[config.mk]
export PLATFORM = sky130hd
export DESIGN_NAME = wcb_builder
export DESIGN_NICKNAME = d
export VERILOG_FILES = /design/src/rtl/wcb_pkg.sv /design/src/rtl/wcb_sizer.sv /design/src/rtl/wcb_prev_track.sv /design/src/rtl/wcb_builder.sv
export SDC_FILE = /design/constraint.sdc
export NUM_CORES = 1
export LEC_CHECK = 0
export ABC_CLOCK_PERIOD_IN_PS = 9600
export BUFFER_PORTS_ARGS = -buffer_cell sky130_fd_sc_hd__buf_2
export CAP_MARGIN = 20
export CORE_MARGIN = 1.5
export CORE_UTILIZATION = 60
export CTS_BUF_LIST = sky130_fd_sc_hd__clkbuf_2 sky130_fd_sc_hd__clkbuf_4 sky130_fd_sc_hd__clkbuf_8
export DETAILED_ROUTE_END_ITERATION = 8
export GPL_TIMING_DRIVEN = 1
export PLACE_DENSITY_LB_ADDON = 0.1
export SLEW_MARGIN = 10
export SYNTH_ARGS = -nofsm -noshare
export SYNTH_HDL_FRONTEND = slang
export SYNTH_SLANG_ARGS = --single-unit
[constraint.sdc]
create_clock -name clk -period 9.6 [get_ports clk]
set_input_delay 1.92 -clock clk [delete_from_list [all_inputs] [get_ports clk]]
set_output_delay 1.92 -clock clk [all_outputs]
set_load 0.03 [all_outputs]
[src/rtl/wcb_pkg.sv]
package wcb_pkg;

    localparam int OFF_W   = 20;
    localparam int DW      = 32;
    localparam int LINE_DW = 16;

    localparam logic [7:0] OP_SINGLE  = 8'h01;
    localparam logic [7:0] OP_INDEXED = 8'h09;
    localparam logic [3:0] BE_ALL     = 4'hF;

    typedef enum logic [3:0] {
        ST_IDLE,
        ST_S_VAL,
        ST_S_HDR,
        ST_C_CNT,
        ST_C_HDR,
        ST_C_OLD,
        ST_C_NEW,
        ST_A_VAL,
        ST_A_CNT,
        ST_A_PAD,
        ST_F_PAD,
        ST_F_DONE
    } wcb_state_e;

    function automatic logic [DW-1:0] single_hdr(input logic [OFF_W-1:0] off);
        return {OP_SINGLE, BE_ALL, off};
    endfunction

    function automatic logic [DW-1:0] indexed_hdr(input logic [OFF_W-1:0] off);
        return {OP_INDEXED, 4'h0, off};
    endfunction

endpackage

[src/rtl/wcb_sizer.sv]
module wcb_sizer #(
    parameter int CMD_W   = 10,
    parameter int LINE_DW = 16,
    parameter int POS_W   = CMD_W + 2
) (
    input  logic [CMD_W-1:0] max_cmds_i,
    output logic [POS_W-1:0] size_dw_o
);

    localparam int LINE_SH = $clog2(LINE_DW);

    logic [POS_W-1:0] raw_dw;

    // two dwords per command, then round up to a whole line
    assign raw_dw    = POS_W'({max_cmds_i, 1'b0}) + POS_W'(LINE_DW - 1);
    assign size_dw_o = {raw_dw[POS_W-1:LINE_SH], LINE_SH'(0)};

endmodule

[src/rtl/wcb_prev_track.sv]
module wcb_prev_track #(
    parameter int POS_W = 12,
    parameter int OFF_W = 20,
    parameter int DW    = 32,
    parameter int CNT_W = POS_W + 1
) (
    input  logic             clk,
    input  logic             rst_n,
    input  logic             clr_i,
    input  logic             load_i,
    input  logic             conv_i,
    input  logic             bump_i,
    input  logic [POS_W-1:0] start_i,
    input  logic [OFF_W-1:0] off_i,
    input  logic [DW-1:0]    val_i,
    output logic             vld_o,
    output logic             idx_o,
    output logic [POS_W-1:0] start_o,
    output logic [OFF_W-1:0] off_o,
    output logic [DW-1:0]    val_o,
    output logic [CNT_W-1:0] cnt_o
);

    always_ff @(posedge clk or negedge rst_n) begin
        if (!rst_n) begin
            vld_o   <= 1'b0;
            idx_o   <= 1'b0;
            start_o <= '0;
            off_o   <= '0;
            val_o   <= '0;
            cnt_o   <= '0;
        end else if (clr_i) begin
            vld_o   <= 1'b0;
            idx_o   <= 1'b0;
            start_o <= '0;
            cnt_o   <= '0;
        end else if (load_i) begin
            vld_o   <= 1'b1;
            idx_o   <= 1'b0;
            start_o <= start_i;
            off_o   <= off_i;
            val_o   <= val_i;
            cnt_o   <= CNT_W'(1);
        end else if (conv_i) begin
            idx_o   <= 1'b1;
            cnt_o   <= CNT_W'(2);
        end else if (bump_i) begin
            cnt_o   <= cnt_o + CNT_W'(1);
        end
    end

endmodule

[src/rtl/wcb_builder.sv]
module wcb_builder
    import wcb_pkg::*;
#(
    parameter int CMD_W = 10
) (
    input  logic               clk,
    input  logic               rst_n,
    input  logic [CMD_W-1:0]   max_cmds_i,
    input  logic               req_valid_i,
    output logic               req_ready_o,
    input  logic [19:0]        req_offset_i,
    input  logic [31:0]        req_value_i,
    input  logic               finish_i,
    input  logic               clear_i,
    output logic               mem_we_o,
    output logic [CMD_W+1:0]   mem_addr_o,
    output logic [31:0]        mem_wdata_o,
    output logic               overflow_o,
    output logic [CMD_W+3:0]   tail_o,
    output logic               done_o
);

    localparam int POS_W   = CMD_W + 2;
    localparam int CNT_W   = POS_W + 1;
    localparam int LINE_SH = $clog2(LINE_DW);

    wcb_state_e          state_q, state_d;
    logic [POS_W-1:0]    free_q;
    logic [POS_W-1:0]    size_dw;
    logic [OFF_W-1:0]    req_off_q;
    logic [DW-1:0]       req_val_q;
    logic                ovf_q;

    logic                prv_vld, prv_idx;
    logic [POS_W-1:0]    prv_start;
    logic [OFF_W-1:0]    prv_off;
    logic [DW-1:0]       prv_val;
    logic [CNT_W-1:0]    prv_cnt;

    logic                in_idle, accept, no_room, hit_any, hit_single, hit_idx;
    logic                line_aligned, fin_go;
    logic [POS_W-1:0]    even_pos;

    wcb_sizer #(.CMD_W(CMD_W), .LINE_DW(LINE_DW), .POS_W(POS_W)) u_sizer (
        .max_cmds_i (max_cmds_i),
        .size_dw_o  (size_dw)
    );

    assign in_idle      = (state_q == ST_IDLE);
    assign fin_go       = in_idle && finish_i && !clear_i;
    assign accept       = in_idle && req_valid_i && !finish_i && !clear_i;
    assign no_room      = (CNT_W'(free_q) + CNT_W'(2)) > CNT_W'(size_dw);
    assign hit_any      = prv_vld && (prv_off == req_offset_i);
    assign hit_single   = hit_any && !prv_idx;
    assign hit_idx      = hit_any && prv_idx;
    assign even_pos     = free_q + POS_W'(free_q[0]);
    assign line_aligned = (free_q[LINE_SH-1:0] == '0);

    wcb_prev_track #(.POS_W(POS_W), .OFF_W(OFF_W), .DW(DW), .CNT_W(CNT_W)) u_track (
        .clk     (clk),
        .rst_n   (rst_n),
        .clr_i   (clear_i || fin_go),
        .load_i  (accept && !no_room && !hit_any),
        .conv_i  (accept && !no_room && hit_single),
        .bump_i  (accept && !no_room && hit_idx),
        .start_i (even_pos),
        .off_i   (req_offset_i),
        .val_i   (req_value_i),
        .vld_o   (prv_vld),
        .idx_o   (prv_idx),
        .start_o (prv_start),
        .off_o   (prv_off),
        .val_o   (prv_val),
        .cnt_o   (prv_cnt)
    );

    // next-state logic
    always_comb begin
        state_d = state_q;
        unique case (state_q)
            ST_IDLE: begin
                if (fin_go)
                    state_d = line_aligned ? ST_F_DONE : ST_F_PAD;
                else if (accept && !no_room)
                    state_d = hit_idx ? ST_A_VAL : (hit_single ? ST_C_CNT : ST_S_VAL);
            end
            ST_S_VAL:  state_d = ST_S_HDR;
            ST_S_HDR:  state_d = ST_IDLE;
            ST_C_CNT:  state_d = ST_C_HDR;
            ST_C_HDR:  state_d = ST_C_OLD;
            ST_C_OLD:  state_d = ST_C_NEW;
            ST_C_NEW:  state_d = ST_IDLE;
            ST_A_VAL:  state_d = ST_A_CNT;
            ST_A_CNT:  state_d = free_q[0] ? ST_A_PAD : ST_IDLE;
            ST_A_PAD:  state_d = ST_IDLE;
            ST_F_PAD:  state_d = (free_q[LINE_SH-1:0] == '1) ? ST_F_DONE : ST_F_PAD;
            ST_F_DONE: state_d = ST_IDLE;
            default:   state_d = ST_IDLE;
        endcase
        if (clear_i)
            state_d = ST_IDLE;
    end

    // state register
    always_ff @(posedge clk or negedge rst_n) begin
        if (!rst_n)
            state_q <= ST_IDLE;
        else
            state_q <= state_d;
    end

    // free position, latched request and sticky overflow
    always_ff @(posedge clk or negedge rst_n) begin
        if (!rst_n) begin
            free_q    <= '0;
            req_off_q <= '0;
            req_val_q <= '0;
            ovf_q     <= 1'b0;
        end else if (clear_i) begin
            free_q    <= '0;
            ovf_q     <= 1'b0;
        end else if (accept) begin
            if (no_room) begin
                ovf_q <= 1'b1;
            end else begin
                req_off_q <= req_offset_i;
                req_val_q <= req_value_i;
                if (!hit_any)
                    free_q <= even_pos;
            end
        end else if (state_q inside {ST_S_VAL, ST_S_HDR, ST_C_OLD, ST_C_NEW,
                                     ST_A_VAL, ST_F_PAD}) begin
            free_q <= free_q + POS_W'(1);
        end
    end

    // outputs
    always_comb begin
        mem_we_o    = 1'b0;
        mem_addr_o  = free_q;
        mem_wdata_o = '0;
        unique case (state_q)
            ST_S_VAL: begin
                mem_we_o    = 1'b1;
                mem_wdata_o = req_val_q;
            end
            ST_S_HDR: begin
                mem_we_o    = 1'b1;
                mem_wdata_o = single_hdr(req_off_q);
            end
            ST_C_CNT, ST_A_CNT: begin
                mem_we_o    = 1'b1;
                mem_addr_o  = prv_start;
                mem_wdata_o = DW'(prv_cnt);
            end
            ST_C_HDR: begin
                mem_we_o    = 1'b1;
                mem_addr_o  = prv_start + POS_W'(1);
                mem_wdata_o = indexed_hdr(req_off_q);
            end
            ST_C_OLD: begin
                mem_we_o    = 1'b1;
                mem_wdata_o = prv_val;
            end
            ST_C_NEW, ST_A_VAL: begin
                mem_we_o    = 1'b1;
                mem_wdata_o = req_val_q;
            end
            ST_A_PAD, ST_F_PAD: begin
                mem_we_o    = 1'b1;
            end
            default: ;
        endcase
        req_ready_o = in_idle && !finish_i && !clear_i;
        done_o      = (state_q == ST_F_DONE);
        overflow_o  = ovf_q;
        tail_o      = {free_q, 2'b00};
    end

endmodule

==> flow_summary.json, run 1 <==
{
  "holdCritPathClass": "flip-flop to flip-flop",
  "firstDrtPassIters": 7,
  "clk_latency_ns": 0.45,
  "dr_total_vias": 6705,
  "gp_congestion": 0.898,
  "layout-drive-gt1-share_pct": 23.1,
  "cap_violations": 0,
  "final_max_slew_viol_count": 0,
  "postSynthAreaPerCell_sq_um": 9.64,
  "io_buffers": 126,
  "worstSetupEndpointType": "flip-flop",
  "cts.reportedPaths.clkPinSlew_ns": 0.08,
  "outcome": "completed",
  "worst-setup-path-type": "primary input to flip-flop",
  "dieWidth_microns": 118,
  "detail_route.drc_violations": 0,
  "hold_buffers": 0,
  "dpl-instance-area_sq_um": 8600,
  "overflow": 0,
  "worst_ir_drop_vdd_mv": 0.155,
  "crit_arrival_ns": 5.95,
  "number_of_synthesized_flops_with_an_enable_pin": 0,
  "postRouteAntennaNets": 0,
  "p_leak_nw": 4.48,
  "num-nets-final": 1005,
  "count_of_cell_types_in_the_netlist": 63,
  "path_max_fanout": 52,
  "setup_violations": 0,
  "max_slew_margin_pct": 27.1,
  "dp.cells": 1077,
  "row_count": 41,
  "fin_worst_skew_ns": 0.00994,
  "pin_count": 129,
  "number_of_global_route_vias_before_repair": 6509,
  "die-height_microns": 118,
  "layout.cells.non_filler": 1110,
  "synthTopCellsByArea": "sky130_fd_sc_hd__dfrtp_1 (46%), sky130_fd_sc_hd__nand2_1 (10%), sky130_fd_sc_hd__mux2_1 (5.2%)",
  "finalSetupTns_ns": 0,
  "timing.final.hold_violations": 0,
  "number_of_cts_inserted_buffers": 17,
  "via_per_inst": 6.04,
  "totalPowerFinal_mw": 2.31,
  "synth_top_flop_cell": "sky130_fd_sc_hd__dfrtp_1",
  "timing.final.crit_share_pct": 58.5,
  "synth_area_leader_cell": "sky130_fd_sc_hd__dfrtp_1",
  "required_ns": 9.94,
  "clock_tree.htree_level_count": 4,
  "die_area_sq_um": 14000,
  "antenna_found_initial": 1,
  "grt_start_max_net_pins": 82,
  "synth.cells.most_frequent": "sky130_fd_sc_hd__nand2_1 (213), sky130_fd_sc_hd__dfrtp_1 (147), sky130_fd_sc_hd__nor2_1 (38), sky130_fd_sc_hd__mux2_1 (37), sky130_fd_sc_hd__a21oi_1 (32)",
  "seq_area_frac_synth_pct": 46.2,
  "grt_pass1_wl_microns": 32100,
  "cts_setup_buffers": 0,
  "final_hpwl_from_detailed_placement_microns": 13100,
  "routed_len_inst_microns": 17.6,
  "ys_warn_count": 0,
  "worst_slack_ns": 3.98,
  "cell_with_the_most_instances_after_synthesis": "sky130_fd_sc_hd__nand2_1",
  "max_freq_ghz": 0.178,
  "synth_seq_cells": 147,
  "detailedRoute.firstIterationViolations": 644,
  "grt_setup_unrepaired": "false",
  "yosys.area.top_type_share_pct": 46.2,
  "fin_area_sq_um": 9050,
  "cts_root_buffer": "sky130_fd_sc_hd__clkbuf_8",
  "place_worst_setup_slack_ns": 3.41,
  "mappedNetlistArea_sq_um": 7960,
  "cts_tree": "done",
  "cts_repair_resize_count": 0,
  "timing.critical_path.from_type": "primary input",
  "postSynth.asyncResetShare_pct": 100,
  "grt_use_total_pct": 28.7,
  "cts_sinks": 147,
  "core-area_sq_um": 12800,
  "max-clock-path-buffers": 2,
  "tightest_slew_ns": 1.09,
  "initial_utilization_pct": 62.3,
  "syn_inst_count": 826,
  "totalWireLength_microns": 19600,
  "power_per_cell_area_nw_per_um2": 256,
  "post-route-min-period_ns": 5.62,
  "area_delta_synth_final_pct": 13.7
}
==> layout make-up <==
cell class                      instances  area [sq um]
Multi-Input combinational cell        608          3960
Fill cell                            1045          3730
Sequential cell                       147          3680
Timing Repair Buffer                  134           717
Clock buffer                           22           284
Tap cell                              172           215
Clock inverter                          9           129
Inverter                               17          63.8
Antenna cell                            1          2.50
==> state kept, by name, indices dropped and copies added (netlist names) <==
signal,flops
state_q,4
overflow_o,1
u_track.start_o,11
req_val_q,32
u_track.idx_o,1
u_track.off_o,20
u_track.cnt_o,13
req_off_q,20
u_track.vld_o,1
u_track.val_o,32
free_q,12
==> metal layers <==
layer  vias to the layer above  routed length [microns]  GRT usage [%]
met2                       262                     9510           46.4
li1                       3109                        -              -
met5                         -                        0              0
met3                        36                     1250           6.08
met4                         0                      423           10.4
met1                      3298                     8370           38.4
==> layout by cell type, fill, tap and decap left out, types with 6 or more instances in the layout <==
cell type | Yosys | routed
sky130_fd_sc_hd__and3_1 | 16 | 15
sky130_fd_sc_hd__a21oi_1 | 32 | 31
sky130_fd_sc_hd__nand2b_1 | 6 | 6
sky130_fd_sc_hd__nand3_1 | 23 | 22
sky130_fd_sc_hd__buf_4 | 6 | 7
sky130_fd_sc_hd__ha_1 | 13 | 13
sky130_fd_sc_hd__nor2b_1 | 6 | 6
sky130_fd_sc_hd__nor2_1 | 38 | 36
sky130_fd_sc_hd__inv_1 | 16 | 16
sky130_fd_sc_hd__buf_2 | 18 | 125
sky130_fd_sc_hd__a22o_1 | 21 | 21
sky130_fd_sc_hd__mux2_2 | 30 | 30
sky130_fd_sc_hd__a211oi_1 | 6 | 6
sky130_fd_sc_hd__a222oi_1 | 20 | 20
sky130_fd_sc_hd__dfrtp_1 | 147 | 147
sky130_fd_sc_hd__nand2_1 | 213 | 213
sky130_fd_sc_hd__xor2_1 | 30 | 30
sky130_fd_sc_hd__mux2_1 | 37 | 37
sky130_fd_sc_hd__o21ai_0 | 13 | 13
sky130_fd_sc_hd__xnor2_1 | 16 | 16
sky130_fd_sc_hd__nand4_1 | 7 | 7
sky130_fd_sc_hd__clkbuf_8 | 0 | 19
sky130_fd_sc_hd__nand3b_1 | 6 | 6
==> path summary, 6_finish.rpt <==
check / start / endpoint / slack [ns] / cells after the start
hold / removal: req_val_q[0] / req_val_q[0] / 0.48 / 2
setup / recovery: max_cmds_i[2] / u_track.off_o[0] / 3.98 / 14
min in group asynchronous: rst_n / req_val_q[28] / 1.44 / 1
hold reg to reg: req_val_q[0] / req_val_q[0] / 0.48 / 2
setup reg to reg: free_q[3] / u_track.off_o[0] / 5.31 / 11
max in group asynchronous: rst_n / u_track.val_o[9] / 7.02 / 3
==> critical path: stages <==
cell and delay [ns]:
sky130_fd_sc_hd__buf_2 0.09, sky130_fd_sc_hd__or3_1 0.41, sky130_fd_sc_hd__and3_1 0.22, sky130_fd_sc_hd__and2_1 0.20, sky130_fd_sc_hd__nand3_1 0.14, sky130_fd_sc_hd__nor2_1 0.08, sky130_fd_sc_hd__xnor2_1 0.13, sky130_fd_sc_hd__ha_1 0.32
sky130_fd_sc_hd__nand4_1 0.11, sky130_fd_sc_hd__or4_4 0.57, sky130_fd_sc_hd__o221ai_4 0.11, sky130_fd_sc_hd__o2111a_2 0.54, sky130_fd_sc_hd__buf_4 0.63, sky130_fd_sc_hd__mux2_2 0.42
==> report_power, final <==
| group | leakage [nW] | total, mW | internal [mW] | switching [mW] |
|---|---|---|---|---|
| clock network | 0.209 | 0.510 | 0.277 | 0.233 |
| logic | 2.41 | 0.776 | 0.304 | 0.472 |
| registers | 1.86 | 1.03 | 0.853 | 0.173 |
==> through the flow <==
step | hold slack (ns) | util (%)
5_1_grt | 0.504 | 70.8
3_5_place_dp | 0.461 | 67.3
6_report | 0.480 | 70.8
4_1_cts | 0.482 | 70.6
3_3_place_gp | 0.455 | 67.3
2_1_floorplan | 0.445 | -
==> kinds of logic (layout without fill, tap and decap cells) <==
kind of cell / after synthesis / in the layout / share of synthesized area (%)
AOI/OAI and AO/OA: 136 / 136 / 13.3
xor gates and xnor gates: 46 / 46 / 5.06
adders and majority gates: 13 / 13 / 2.04
buffers and inverters: 72 / 182 / 4.43
DFF: 147 / 147 / 46.2
muxes: 70 / 70 / 9.86
other: 1 / 3 / 0.0471
and+or+nand+nor: 341 / 341 / 19.1
(Power assumes the default switching activity.)
==> inputs of run 2 (changes only) <==
- ABC_CLOCK_PERIOD_IN_PS: 9600 -> 4900
- CORE_UTILIZATION: 60 -> 53
- clock period: 9.6 -> 4.9 ns (I/O delays scaled with it)
==> run 2 against run 1 <==
  * Clock skew up 0.0033 ns
  * Global-route usage down 3.0 points
  * Sequential share of layout area down 0.40 points
  * First-iteration DRC count up 20%
  * Combinational power up 96%
  * Non-clock buffer count up 3
  * Clock-buffer cell count down 2
  * Highest routed layer unchanged
==> flow_summary.json, run 2 (same netlist as run 1, synthesis figures left out) <==
{
  "layout-drive-gt1-share_pct": 23.4,
  "tightest_slew_ns": 1.01,
  "hold_buffers": 0,
  "timing.final.crit_share_pct": 86.4,
  "regToRegEndpoint": "free_q[4]",
  "worst_ir_drop_vdd_mv": 0.245,
  "layout_common_cells": "sky130_fd_sc_hd__nand2_1 (213), sky130_fd_sc_hd__dfrtp_1 (147), sky130_fd_sc_hd__buf_2 (125)",
  "cts_repair_resize_count": 0,
  "min_path_cells": 2,
  "postRouteAntennaNets": 0,
  "met3WireLength_microns": 1020,
  "max_freq_ghz": 0.236,
  "row_count": 44,
  "required_ns": 5.29,
  "cts_sinks": 147,
  "cts_setup_buffers": 0,
  "crit_arrival_ns": 4.63,
  "crit-reg2reg-launch": "free_q[3]",
  "post-route-min-period_ns": 4.24,
  "seq_power_share_pct": 43.9,
  "total_switching_power_mw": 1.72,
  "number_of_global_route_vias_before_repair": 6348,
  "drt-met1-wl_microns": 8860,
  "antenna_found_initial": 0,
  "met2_length_microns": 9440,
  "holdCritStartpoint": "req_val_q[0]",
  "pin_count": 129,
  "power_per_cell_area_nw_per_um2": 502,
  "max_slew_margin_pct": 32.2,
  "grt_pass1_wl_microns": 32600,
  "switching_share_pct": 37.5,
  "initial_utilization_pct": 54.6,
  "totalPowerFinal_mw": 4.59,
  "grt_use_total_pct": 25.7,
  "layout.cells.non_filler": 1125,
  "timing.critical_path.from_type": "primary input",
  "timing.final.hold_violations": 0,
  "detail_route.drc_violations": 0,
  "largestRegisters": "req_val_q: 32 flops, u_track.val_o: 32 flops",
  "holdCritPathClass": "flip-flop to flip-flop",
  "antenna_cells_inserted": 0,
  "num-nets-final": 1008,
  "cap_violations": 0,
  "totalWireLength_microns": 19600,
  "io_buffers": 126,
  "cts_tree": "done",
  "detailedRoute.firstIterationViolations": 773,
  "cell_internal_pwr_mw": 2.87,
  "grt_start_max_net_pins": 74,
  "final_max_slew_viol_count": 0,
  "power.clock.fraction_pct": 23.0,
  "final_hpwl_from_detailed_placement_microns": 13600,
  "min_to": "req_val_q[0]",
  "outcome": "completed",
  "finalSetupTns_ns": 0,
  "setup_violations": 0,
  "fin_worst_skew_ns": 0.0132,
  "p_leak_nw": 4.52,
  "dr_total_vias": 6535,
  "gp_congestion": 0.859,
  "highest_signal_layer": "met4",
  "path_max_fanout": 11,
  "die-height_microns": 126,
  "reg2reg_setup_slack_ns": 0.99,
  "overflow": 0,
  "power_frac_comb_pct": 33.1,
  "cts_root_buffer": "sky130_fd_sc_hd__clkbuf_8",
  "die_area_sq_um": 15800,
  "worst-setup-path-type": "primary input to flip-flop",
  "worstSetupEndpointType": "flip-flop",
  "routed_len_inst_microns": 17.4,
  "core-area_sq_um": 14600,
  "place_worst_setup_slack_ns": 0.269,
  "dpl-instance-area_sq_um": 8690,
  "clock_tree.htree_level_count": 4,
  "firstDrtPassIters": 7,
  "clk_latency_ns": 0.46,
  "dieWidth_microns": 126,
  "max-clock-path-buffers": 2,
  "worst_slack_ns": 0.664,
  "dp.cells": 1093,
  "via_per_inst": 5.81,
  "grt_setup_unrepaired": "false",
  "fin_area_sq_um": 9140,
  "cts.reportedPaths.clkPinSlew_ns": 0.08,
  "number_of_cts_inserted_buffers": 17,
  "rr_worst_depth": 11,
  "final_common_cell": "sky130_fd_sc_hd__nand2_1",
  "area_delta_synth_final_pct": 14.8
}
## run 2: area by class of cell
cell class              count  area (sq um)
fillers                  1249          5450
multi-input cells         608          3960
flip-flops and latches    147          3680
repair buffers            137           757
clock buffers              20           269
well taps                 184           230
clock inverters            12           176
inverters                  17          63.8
## run 2: critical path: stages
cell                        delay (ns)
sky130_fd_sc_hd__buf_2            0.10
sky130_fd_sc_hd__or3_1            0.42
sky130_fd_sc_hd__and3_1           0.23
sky130_fd_sc_hd__and2_1           0.19
sky130_fd_sc_hd__nand3_1          0.13
sky130_fd_sc_hd__nor2_1           0.08
sky130_fd_sc_hd__xnor2_1          0.14
sky130_fd_sc_hd__ha_1             0.32
sky130_fd_sc_hd__nand4_1          0.13
sky130_fd_sc_hd__or4_4            0.58
sky130_fd_sc_hd__o221ai_4         0.14
sky130_fd_sc_hd__o2111ai_2        0.39
sky130_fd_sc_hd__a21oi_1          0.57
sky130_fd_sc_hd__a22o_1           0.22
## run 2: per-stage QoR
stage / hold slack [ns] / util [%]
floorplan: 0.445 / -
global placement: 0.456 / 59.6
detailed placement: 0.461 / 59.6
CTS: 0.480 / 62.6
global route: 0.502 / 62.6
finish: 0.477 / 62.6
## run 2: worst max path at each step
stage                              from  cells after the start           endpoint  slack [ns]
after CTS                 max_cmds_i[2]                     14   u_track.val_o[2]        0.74
after floorplan           max_cmds_i[2]                     14  u_track.off_o[14]        0.82
after detailed placement  max_cmds_i[2]                     14          free_q[4]        0.27
after global routing      max_cmds_i[2]                     14          free_q[4]        0.49
final                     max_cmds_i[2]                     14          free_q[4]        0.66
after global placement    max_cmds_i[2]                     14   u_track.val_o[6]        0.44
## run 2: power by group through the flow
stage          combinational (mW)  sequential (mW)  clock (mW)
3_5_place_dp                 1.53             2.03           0
6_report                     1.52             2.01        1.06
2_1_floorplan                1.19             1.90           0
3_3_place_gp                 1.48             2.00           0
4_1_cts                      1.54             2.01        1.08
5_1_grt                      1.69             2.07        1.12
## run 2: routing by layer
layer  vias to the layer above  global-route usage (%)
li1                       3099                       -
met1                      3218                    35.9
met2                       201                    41.3
met3                        17                    5.13
met4                         0                    6.68
met5                         -                       0
